<file path="config.mk">
export PLATFORM = sky130hd
export DESIGN_NAME = tmr_bank
export DESIGN_NICKNAME = d
export VERILOG_FILES = /design/src/rtl/tmr_pkg.sv /design/src/rtl/tmr_presc.sv /design/src/rtl/tmr_chan.sv /design/src/rtl/tmr_bank.sv
export SDC_FILE = /design/constraint.sdc
export NUM_CORES = 1
export LEC_CHECK = 0
export BUFFER_PORTS_ARGS = -buffer_cell sky130_fd_sc_hd__buf_2
export CORE_UTILIZATION = 30
export DETAILED_ROUTE_END_ITERATION = 10
export GPL_TIMING_DRIVEN = 0
export PLACE_DENSITY = 0.53
export SKIP_CTS_REPAIR_TIMING = 1
export SYNTH_ARGS = -nofsm -noshare
export SYNTH_HDL_FRONTEND = slang
export SYNTH_SLANG_ARGS = --single-unit
</file>
<file path="constraint.sdc">
create_clock -name clk -period 3.4 [get_ports clk]
set_input_delay 0.34 -clock clk [delete_from_list [all_inputs] [get_ports clk]]
set_output_delay 0.34 -clock clk [all_outputs]
set_load 0.005 [all_outputs]
</file>
<file path="src/rtl/tmr_pkg.sv">
package tmr_pkg;
  localparam int unsigned DATA_W   = 16;
  localparam int unsigned SH_DIV64 = 6;
  localparam int unsigned SH_DIV256 = 8;
  localparam int unsigned SH_DIV1K = 10;
  localparam int unsigned PRE_W    = SH_DIV1K;
  localparam int unsigned EN_BIT   = 7;
  localparam int unsigned IE_BIT   = 6;
  localparam logic [DATA_W-1:0] CTRL_MASK = 16'h00C7;

  typedef enum logic [2:0] {
    SRC_DIV1   = 3'd0,
    SRC_DIV64  = 3'd1,
    SRC_DIV256 = 3'd2,
    SRC_DIV1K  = 3'd3,
    SRC_CASC   = 3'd4
  } tick_src_e;

  function automatic logic [PRE_W-1:0] presc_mask(input logic [2:0] code);
    case (code)
      SRC_DIV64:  presc_mask = PRE_W'((1 << SH_DIV64) - 1);
      SRC_DIV256: presc_mask = PRE_W'((1 << SH_DIV256) - 1);
      SRC_DIV1K:  presc_mask = PRE_W'((1 << SH_DIV1K) - 1);
      default:    presc_mask = '0;
    endcase
  endfunction
endpackage

</file>
<file path="src/rtl/tmr_presc.sv">
module tmr_presc
  import tmr_pkg::*;
(
  input  logic       clk,
  input  logic       rst_n,
  input  logic       run,
  input  logic       restart,
  input  logic [2:0] src,
  output logic       tick
);
  logic [PRE_W-1:0] div_q;
  logic [PRE_W-1:0] mask;

  assign mask = presc_mask(src);
  assign tick = run && (src < 3'd4) && ((div_q & mask) == mask);

  always_ff @(posedge clk or negedge rst_n) begin
    if (!rst_n)       div_q <= '0;
    else if (restart) div_q <= '0;
    else if (run)     div_q <= div_q + 1'b1;
  end
endmodule

</file>
<file path="src/rtl/tmr_chan.sv">
module tmr_chan
  import tmr_pkg::*;
#(
  parameter int unsigned CNT_W = DATA_W
) (
  input  logic              clk,
  input  logic              rst_n,
  input  logic              wr_reload,
  input  logic              wr_ctrl,
  input  logic [DATA_W-1:0] wdata,
  input  logic              casc_in,
  output logic [CNT_W-1:0]  count,
  output logic [CNT_W-1:0]  reload,
  output logic [DATA_W-1:0] ctrl,
  output logic              en,
  output logic              ie,
  output logic [2:0]        src,
  output logic              tick,
  output logic              ovf,
  output logic              irq
);
  logic rise;
  logic presc_tick;
  logic casc_tick;

  assign en   = ctrl[EN_BIT];
  assign ie   = ctrl[IE_BIT];
  assign src  = ctrl[2:0];
  assign rise = wr_ctrl && wdata[EN_BIT] && !en;

  tmr_presc u_presc (
    .clk     (clk),
    .rst_n   (rst_n),
    .run     (en),
    .restart (rise),
    .src     (src),
    .tick    (presc_tick)
  );

  assign casc_tick = en && (src == SRC_CASC) && casc_in;
  assign tick      = presc_tick || casc_tick;
  assign ovf       = tick && (count == {CNT_W{1'b1}});

  always_ff @(posedge clk or negedge rst_n) begin
    if (!rst_n) begin
      count  <= '0;
      reload <= '0;
      ctrl   <= '0;
      irq    <= 1'b0;
    end else begin
      if (wr_reload) reload <= wdata[CNT_W-1:0];
      if (wr_ctrl)   ctrl   <= wdata & CTRL_MASK;
      if (rise || ovf) count <= reload;
      else if (tick)   count <= count + 1'b1;
      irq <= ovf && ie;
    end
  end
endmodule

</file>
<file path="src/rtl/tmr_bank.sv">
module tmr_bank
  import tmr_pkg::*;
#(
  parameter int unsigned N_TMR = 4,
  localparam int unsigned AW   = $clog2(N_TMR) + 1
) (
  input  logic              clk,
  input  logic              rst_n,
  input  logic [AW-1:0]     bus_addr,
  input  logic              bus_we,
  input  logic [DATA_W-1:0] bus_wdata,
  output logic [DATA_W-1:0] bus_rdata,
  output logic [N_TMR-1:0]  irq
);
  localparam int unsigned CNT_W = DATA_W;

  logic [N_TMR-1:0][CNT_W-1:0]  cnt_v;
  logic [N_TMR-1:0][CNT_W-1:0]  rld_v;
  logic [N_TMR-1:0][DATA_W-1:0] ctl_v;
  logic [N_TMR-1:0][2:0]        src_v;
  logic [N_TMR-1:0] en_v, ie_v, tick_v, ovf_v, wc_v, wr_v;

  for (genvar i = 0; i < N_TMR; i++) begin : g_tmr
    logic hit;
    logic casc;
    assign hit     = (bus_addr[AW-1:1] == (AW-1)'(i));
    assign wr_v[i] = bus_we && hit && !bus_addr[0];
    assign wc_v[i] = bus_we && hit && bus_addr[0];
    if (i == 0) begin : g_first
      assign casc = 1'b0;
    end else begin : g_chain
      assign casc = ovf_v[i-1];
    end
    tmr_chan #(.CNT_W(CNT_W)) u_chan (
      .clk       (clk),
      .rst_n     (rst_n),
      .wr_reload (wr_v[i]),
      .wr_ctrl   (wc_v[i]),
      .wdata     (bus_wdata),
      .casc_in   (casc),
      .count     (cnt_v[i]),
      .reload    (rld_v[i]),
      .ctrl      (ctl_v[i]),
      .en        (en_v[i]),
      .ie        (ie_v[i]),
      .src       (src_v[i]),
      .tick      (tick_v[i]),
      .ovf       (ovf_v[i]),
      .irq       (irq[i])
    );
  end

  always_comb begin
    bus_rdata = '0;
    for (int i = 0; i < N_TMR; i++) begin
      if (bus_addr[AW-1:1] == (AW-1)'(i))
        bus_rdata = bus_addr[0] ? ctl_v[i] : cnt_v[i];
    end
  end
endmodule

</file>
After elaboration in Yosys (flattened, before gate mapping)
Index checks and enable logic that the tools add are counted.
{"block": "totals", "register_bits": 192, "in_bits": 22}
{"block": "classes", "add_sub_neg": 8, "n_lt_le_gt_ge": 4, "n_eq_ne": 26, "mux": 28, "bitwise": 4, "n_reduce_logical": 63}
{"operator": "$mux W16", "count": 16}
{"operator": "$pmux W10 S3", "count": 4}
{"operator": "$mux W10", "count": 8}
{"operator": "$add A16 B1 Y16 const B", "count": 4}
{"operator": "$eq A16 B16 Y1 const B", "count": 4}
{"operator": "$logic_and A1 B1 Y1", "count": 42}
{"operator": "$add A10 B1 Y10 const B", "count": 4}
{"operator": "$and A10 B10 Y10", "count": 4}
{"operator": "$eq A10 B10 Y1", "count": 4}
{"operator": "$eq A3 B2 Y1 const B", "count": 8}
{"operator": "$reduce_bool A2 Y1", "count": 8}
{"operator": "$eq A3 B1 Y1 const B", "count": 4}
{"operator": "$lt A3 B3 Y1 const B", "count": 4}
{"operator": "$eq A3 B3 Y1 const B", "count": 3}
{"operator": "$logic_or A1 B1 Y1", "count": 7}
{"operator": "$logic_not A1 Y1", "count": 5}
{"operator": "$eq A2 B2 Y1 const B", "count": 2}
{"operator": "$eq A2 B1 Y1 const B", "count": 1}
{"operator": "$logic_not A2 Y1", "count": 1}

Logic depth before layout (Yosys ltp)
{"block": "logic_depth", "ltp_word": 17, "ltp_mapped": 12, "depth_no_buf": 9}

Cells and area by module
Synthesis repeated with hierarchy kept, for this count alone.
{"block": "unflattened", "hier_cells": 965, "area_unflattened_um2": 10874.2}
{"module": "tmr_chan", "instances": 4, "cells_each": 170, "area_each_um2": 1928.1, "seq_area_each_um2": 950.9}
{"module": "tmr_presc", "instances": 4, "cells_each": 52, "area_each_um2": 506.7, "seq_area_each_um2": 250.2}
{"module": "tmr_bank", "instances": 1, "cells_each": 77, "area_each_um2": 1134.8, "seq_area_each_um2": 0.0}

Worst setup path after synthesis
OpenSTA, ideal clock, no wires.
{"block": "synth_timing", "kind": "register to register", "from": "register g_tmr[0].u_chan.count[0]", "to": "register g_tmr[2].u_chan.count[12]", "arrival_time_ns": 2.474, "required_ns": 3.274, "slack_ns": 0.800, "path_stages_with_launch": 10, "path_buffers": 0, "cell_sequence": "dfrtp_1 -> ha_1 -> nand3_1 -> nor4_4 -> nand4_4 -> a21oi_4 -> o21ai_2 -> or3_1 -> a32o_1 -> a221o_1"}
{"block": "synth_via", "elab_chain_len": 10, "elab_cells_between_ends": 11}
{"element": "start: declaration", "line_no": "tmr_chan.sv:12", "rtl": "output logic [CNT_W-1:0] count,"}
{"element": "start signal: assignment", "line_no": "tmr_chan.sv:53", "rtl": "if (rise || ovf) count <= reload;"}
{"element": "start signal: assignment", "line_no": "tmr_chan.sv:54", "rtl": "else if (tick) count <= count + 1'b1;"}
{"element": "$eq A16 B16 Y1 (*)", "line_no": "tmr_chan.sv:42", "rtl": "assign ovf = tick && (count == {CNT_W{1'b1}});"}
{"element": "$logic_and A1 B1 Y1 (*)", "line_no": "tmr_chan.sv:42"}
{"element": "$logic_and A1 B1 Y1 (*)", "line_no": "tmr_chan.sv:40", "rtl": "assign casc_tick = en && (src == SRC_CASC) && casc_in;"}
{"element": "$logic_or A1 B1 Y1 (*)", "line_no": "tmr_chan.sv:41", "rtl": "assign tick = presc_tick || casc_tick;"}
{"element": "$logic_and A1 B1 Y1 (*)", "line_no": "tmr_chan.sv:42"}
{"element": "$logic_and A1 B1 Y1 (*)", "line_no": "tmr_chan.sv:40"}
{"element": "$logic_or A1 B1 Y1 (*)", "line_no": "tmr_chan.sv:41"}
{"element": "$logic_and A1 B1 Y1", "line_no": "tmr_chan.sv:42"}
{"element": "$logic_or A1 B1 Y1", "line_no": "tmr_chan.sv:53"}
{"element": "$mux W16 or $reduce_bool A2 Y1 (tied branches)"}
{"element": "end signal: assignment", "line_no": "tmr_chan.sv:53"}
{"element": "end signal: assignment", "line_no": "tmr_chan.sv:54"}
{"element": "end: declaration", "line_no": "tmr_chan.sv:12"}
Every way passes the cells marked *; elsewhere a longest branch is shown, timed or not.
A chain may end at the register's enable or synchronous reset.

Worst setup path in the final report
{"block": "layout_timing", "from": "register g_tmr[1].u_chan.ctrl[7]", "to": "register g_tmr[2].u_chan.count[13]"}
{"block": "layout_via", "elab_chain_len": 9, "elab_cells_between_ends": 12}
{"element": "start: declaration", "line_no": "tmr_chan.sv:14", "rtl": "output logic [DATA_W-1:0] ctrl,"}
{"element": "start signal: assignment", "line_no": "tmr_chan.sv:52", "rtl": "if (wr_ctrl) ctrl <= wdata & CTRL_MASK;"}
{"element": "$logic_and A1 B1 Y1, on equally long branches (2 in a row)", "line_no": "tmr_presc.sv:15, tmr_chan.sv:40"}
{"element": "$logic_or A1 B1 Y1 (*)", "line_no": "tmr_chan.sv:41"}
{"element": "$logic_and A1 B1 Y1 (*)", "line_no": "tmr_chan.sv:42"}
{"element": "$logic_and A1 B1 Y1 (*)", "line_no": "tmr_chan.sv:40"}
{"element": "$logic_or A1 B1 Y1 (*)", "line_no": "tmr_chan.sv:41"}
{"element": "$logic_and A1 B1 Y1", "line_no": "tmr_chan.sv:42"}
{"element": "$logic_or A1 B1 Y1", "line_no": "tmr_chan.sv:53"}
{"element": "$mux W16 or $reduce_bool A2 Y1 (tied branches)"}
Marked as above.

==> results.sh <==
export IMPL_finish_utilization_pct=35.18
export IMPL_clock_skew_ps=16.48
export IMPL_synthTopCellsByArea="dfrtp_1 (48%), mux2_2 (8.5%), nand2_1 (5.4%)"
export IMPL_cts_path_max_buffers=2
export IMPL_avgSynthCellArea_um2=9.922
export IMPL_synth_compound_area_share_pct=14.67
export IMPL_peakVddDrop_mv=0.3926
export IMPL_portBuffers=37
export IMPL_fin_setup_tns_ps=0
export IMPL_numCtsBuffers=17
export IMPL_hold_ws_ps=220.2
export IMPL_p_per_area_nw_per_um2=650.0
export IMPL_syn_to_final_growth_pct=14.40
export IMPL_drt_iter0_markers=776
export IMPL_synthXorXnorAreaFrac_pct=1.390
export IMPL_synth_ff_type="dfrtp_1"
export IMPL_first_global_vias=7742
export IMPL_chipWidth_um=185.3
export IMPL_yosysMostFrequentCell="dfrtp_1"
export IMPL_die_area_um2=34340
export IMPL_reg2reg_from="g_tmr[1].u_chan.ctrl[7]$_DFFE_PN0P_"
export IMPL_drc_errors=0
export IMPL_htree_levels=4
export IMPL_r2r_cells=9
export IMPL_hold_class="in2reg"
export IMPL_async_flop_share_pct=100.0
export IMPL_synth_distinct_cells=69
export IMPL_start_kind="register"
export IMPL_wire_per_inst_um=19.28
export IMPL_die_h_um=185.3
export IMPL_netlist_area_um2=10080
export IMPL_crit_type="reg2reg"
export IMPL_setup_viol=0
export IMPL_rows=66
export IMPL_vias=8170
export IMPL_yosys_top_cells_count="dfrtp_1 (192), nand2_1 (144), o21ai_0 (85)"
export IMPL_path_max_fanout=10
export IMPL_critPathTopFamily="simple AND/OR/NAND/NOR gates"
export IMPL_synthAdderAreaFrac_pct=0.9929
export IMPL_io_pins=42
export IMPL_initial_core_util_pct=30.75
export IMPL_synth_top_area_share_pct=47.66
export IMPL_cts_tree="done"
export IMPL_ys_ff_latch=192
export IMPL_clk_latency_ps=450
export IMPL_final_nets=1106
export IMPL_path_clk_slew_ps=90
export IMPL_synth_edff_count=0
export IMPL_total_power_w=0.007496
export IMPL_worst_setup_path_end_kind="register"
export IMPL_arrival_ps=3560
export IMPL_cp_num_buf_inv=1
export IMPL_cp_endpoint="g_tmr[2].u_chan.count[13]$_DFFE_PN0P_"
export IMPL_hold_violations=0
export IMPL_worstMarginPinSlew_ps=979.8
export IMPL_coreArea_um2=32780
export IMPL_routed_via_density=5.333
export IMPL_crit_chain="nor4bb_1, and3b_1, nand4_4, a21oi_4, o21ai_2, nand2_1, clkbuf_1, a21oi_1, a21oi_1"
export IMPL_gp_congestion=0.8987
export IMPL_crit_path_top_delay_cell="nor4bb_1"
export IMPL_antenna_found_initial=1
export IMPL_synth_nets=1046
export IMPL_drtPass1Iterations=5
export IMPL_dpl_cell_count=1496
export IMPL_drv_cap=0
export IMPL_fin_cells=1532
export IMPL_min_period_over_period_pct=93.77
export IMPL_worstReg2RegEnd="g_tmr[2].u_chan.count[13]$_DFFE_PN0P_"
export IMPL_root_buffer="clkbuf_16"
export IMPL_max_freq_mhz=313.7
export IMPL_ant_nets=0
export IMPL_synth_top_family_by_area="simple AND/OR/NAND/NOR gates"
export IMPL_cts_sinks=192
export IMPL_grt_max_degree=99
export IMPL_cp_data_required_time_ps=3780
export IMPL_whs_path_depth=3
export IMPL_drt_total_wl_um=29530
export IMPL_slowest_delay_ps=620
export IMPL_status="completed"
export IMPL_yosys_area_share_simple_pct=18.51
export IMPL_grt_usage_pct=17.87
export IMPL_grt_ovfl_total=0
export IMPL_max_slew_margin_pct=34.18
export IMPL_grt_first_pass_wirelength_um=46220
export IMPL_hpwl_um=21730
export IMPL_finalMaxSlewViolations=0
export IMPL_rsz0062_at_grt="false"
export IMPL_netlist_instances=1016
export IMPL_yosysTopAreaCell="dfrtp_1"
export IMPL_reg2reg_slack_ps=210
export IMPL_synth_warnings=0
export IMPL_post_route_min_period_ps=3188
export IMPL_synth_mux_area_share_pct=13.88
export IMPL_crit_start="g_tmr[1].u_chan.ctrl[7]$_DFFE_PN0P_"
export IMPL_leakage_nw=4.792
export IMPL_crit_top_cell="a21oi_1"
export IMPL_worst_path_stages=9
export IMPL_drive_gt1_share_pct=18.73
export IMPL_yosysSeqAreaShare_pct=47.66
## report_power, final
group          switching (W)  internal, W  total, W
logic               0.000843     0.000797   0.00164
clock network        0.00104      0.00115   0.00219
registers           0.000768      0.00290   0.00366
## cells by family after synthesis
| kind of cell | after synthesis |
|---|---|
| AOI/OAI and AO/OA | 241 |
| and+or+nand+nor | 384 |
| DFF | 192 |
| buffers and inverters | 71 |
| xor gates and xnor gates | 16 |
| muxes | 104 |
| adders and majority gates | 8 |
## worst min path at each step
| stage | startpoint | endpoint | slack (ps) |
|---|---|---|---|
| floorplan | rst_n | g_tmr[0].u_chan.count[0]$_DFFE_PN0P_ | 40 |
| CTS | rst_n | g_tmr[0].u_chan.u_presc.div_q[5]$_DFFE_PN0P_ | -40 |
| finish | bus_wdata[1] | g_tmr[1].u_chan.ctrl[1]$_DFFE_PN0P_ | 220 |
| global route | bus_wdata[11] | g_tmr[3].u_chan.reload[11]$_DFFE_PN0P_ | 220 |
| global placement | g_tmr[1].u_chan.u_presc.div_q[9]$_DFFE_PN0P_ | g_tmr[1].u_chan.u_presc.div_q[9]$_DFFE_PN0P_ | 470 |
| detailed placement | rst_n | g_tmr[0].u_chan.u_presc.div_q[5]$_DFFE_PN0P_ | 430 |
## tightest hold or removal path, stage by stage
cell	delay [ps]
buf_2	170
nand2_1	80
nand2_1	40
## layout by cell type, fill, tap and decap left out, types with 9 or more instances in the layout
master,n
a21oi_1,77
and3_1,9
buf_2,43
clkbuf_1,30
clkbuf_16,17
dfrtp_1,192
inv_1,26
mux2_2,76
mux4_2,21
nand2_1,144
nand3_1,58
nand4_1,28
nor2_1,60
nor2b_1,13
nor3_1,23
o21ai_0,85
## layout make-up
type	instances	area (µm²)
Antenna cell	1	2.502
Buffer	45	196.4
Clock buffer	18	439.2
Clock inverter	14	191.4
Fill cell	3335	21250
Inverter	26	97.59
Multi-Input combinational cell	753	5002
Sequential cell	192	4805
Tap cell	442	553.0
Timing Repair Buffer	41	245.2
## per-layer routing
layer / up-vias / global-route usage, % / share of wire (%)
met3: 35 / 2.615 / 5.3
met1: 4050 / 25.50 / 47
met2: 240 / 28.46 / 47
li1: 3845 / - / -
met5: - / 0 / 0
met4: 0 / 3.934 / 1.4
## registers in the layout, summed over array words and instances, names as in the netlist
signal                      count
g_tmr.u_chan.count             64
g_tmr.u_chan.reload            64
g_tmr.u_chan.u_presc.div_q     40
g_tmr.u_chan.ctrl              20
g_tmr.u_chan.irq                4
## per-stage QoR
step	cell area (µm²)	setup WS, ps
after CTS	11490	103.8
final	11530	211.9
after detailed placement	10860	136.3
after global routing	11530	10.17
after global placement	10820	-1446
after floorplan	10080	800.2
Note: power is estimated with default switching activity, not from simulation.
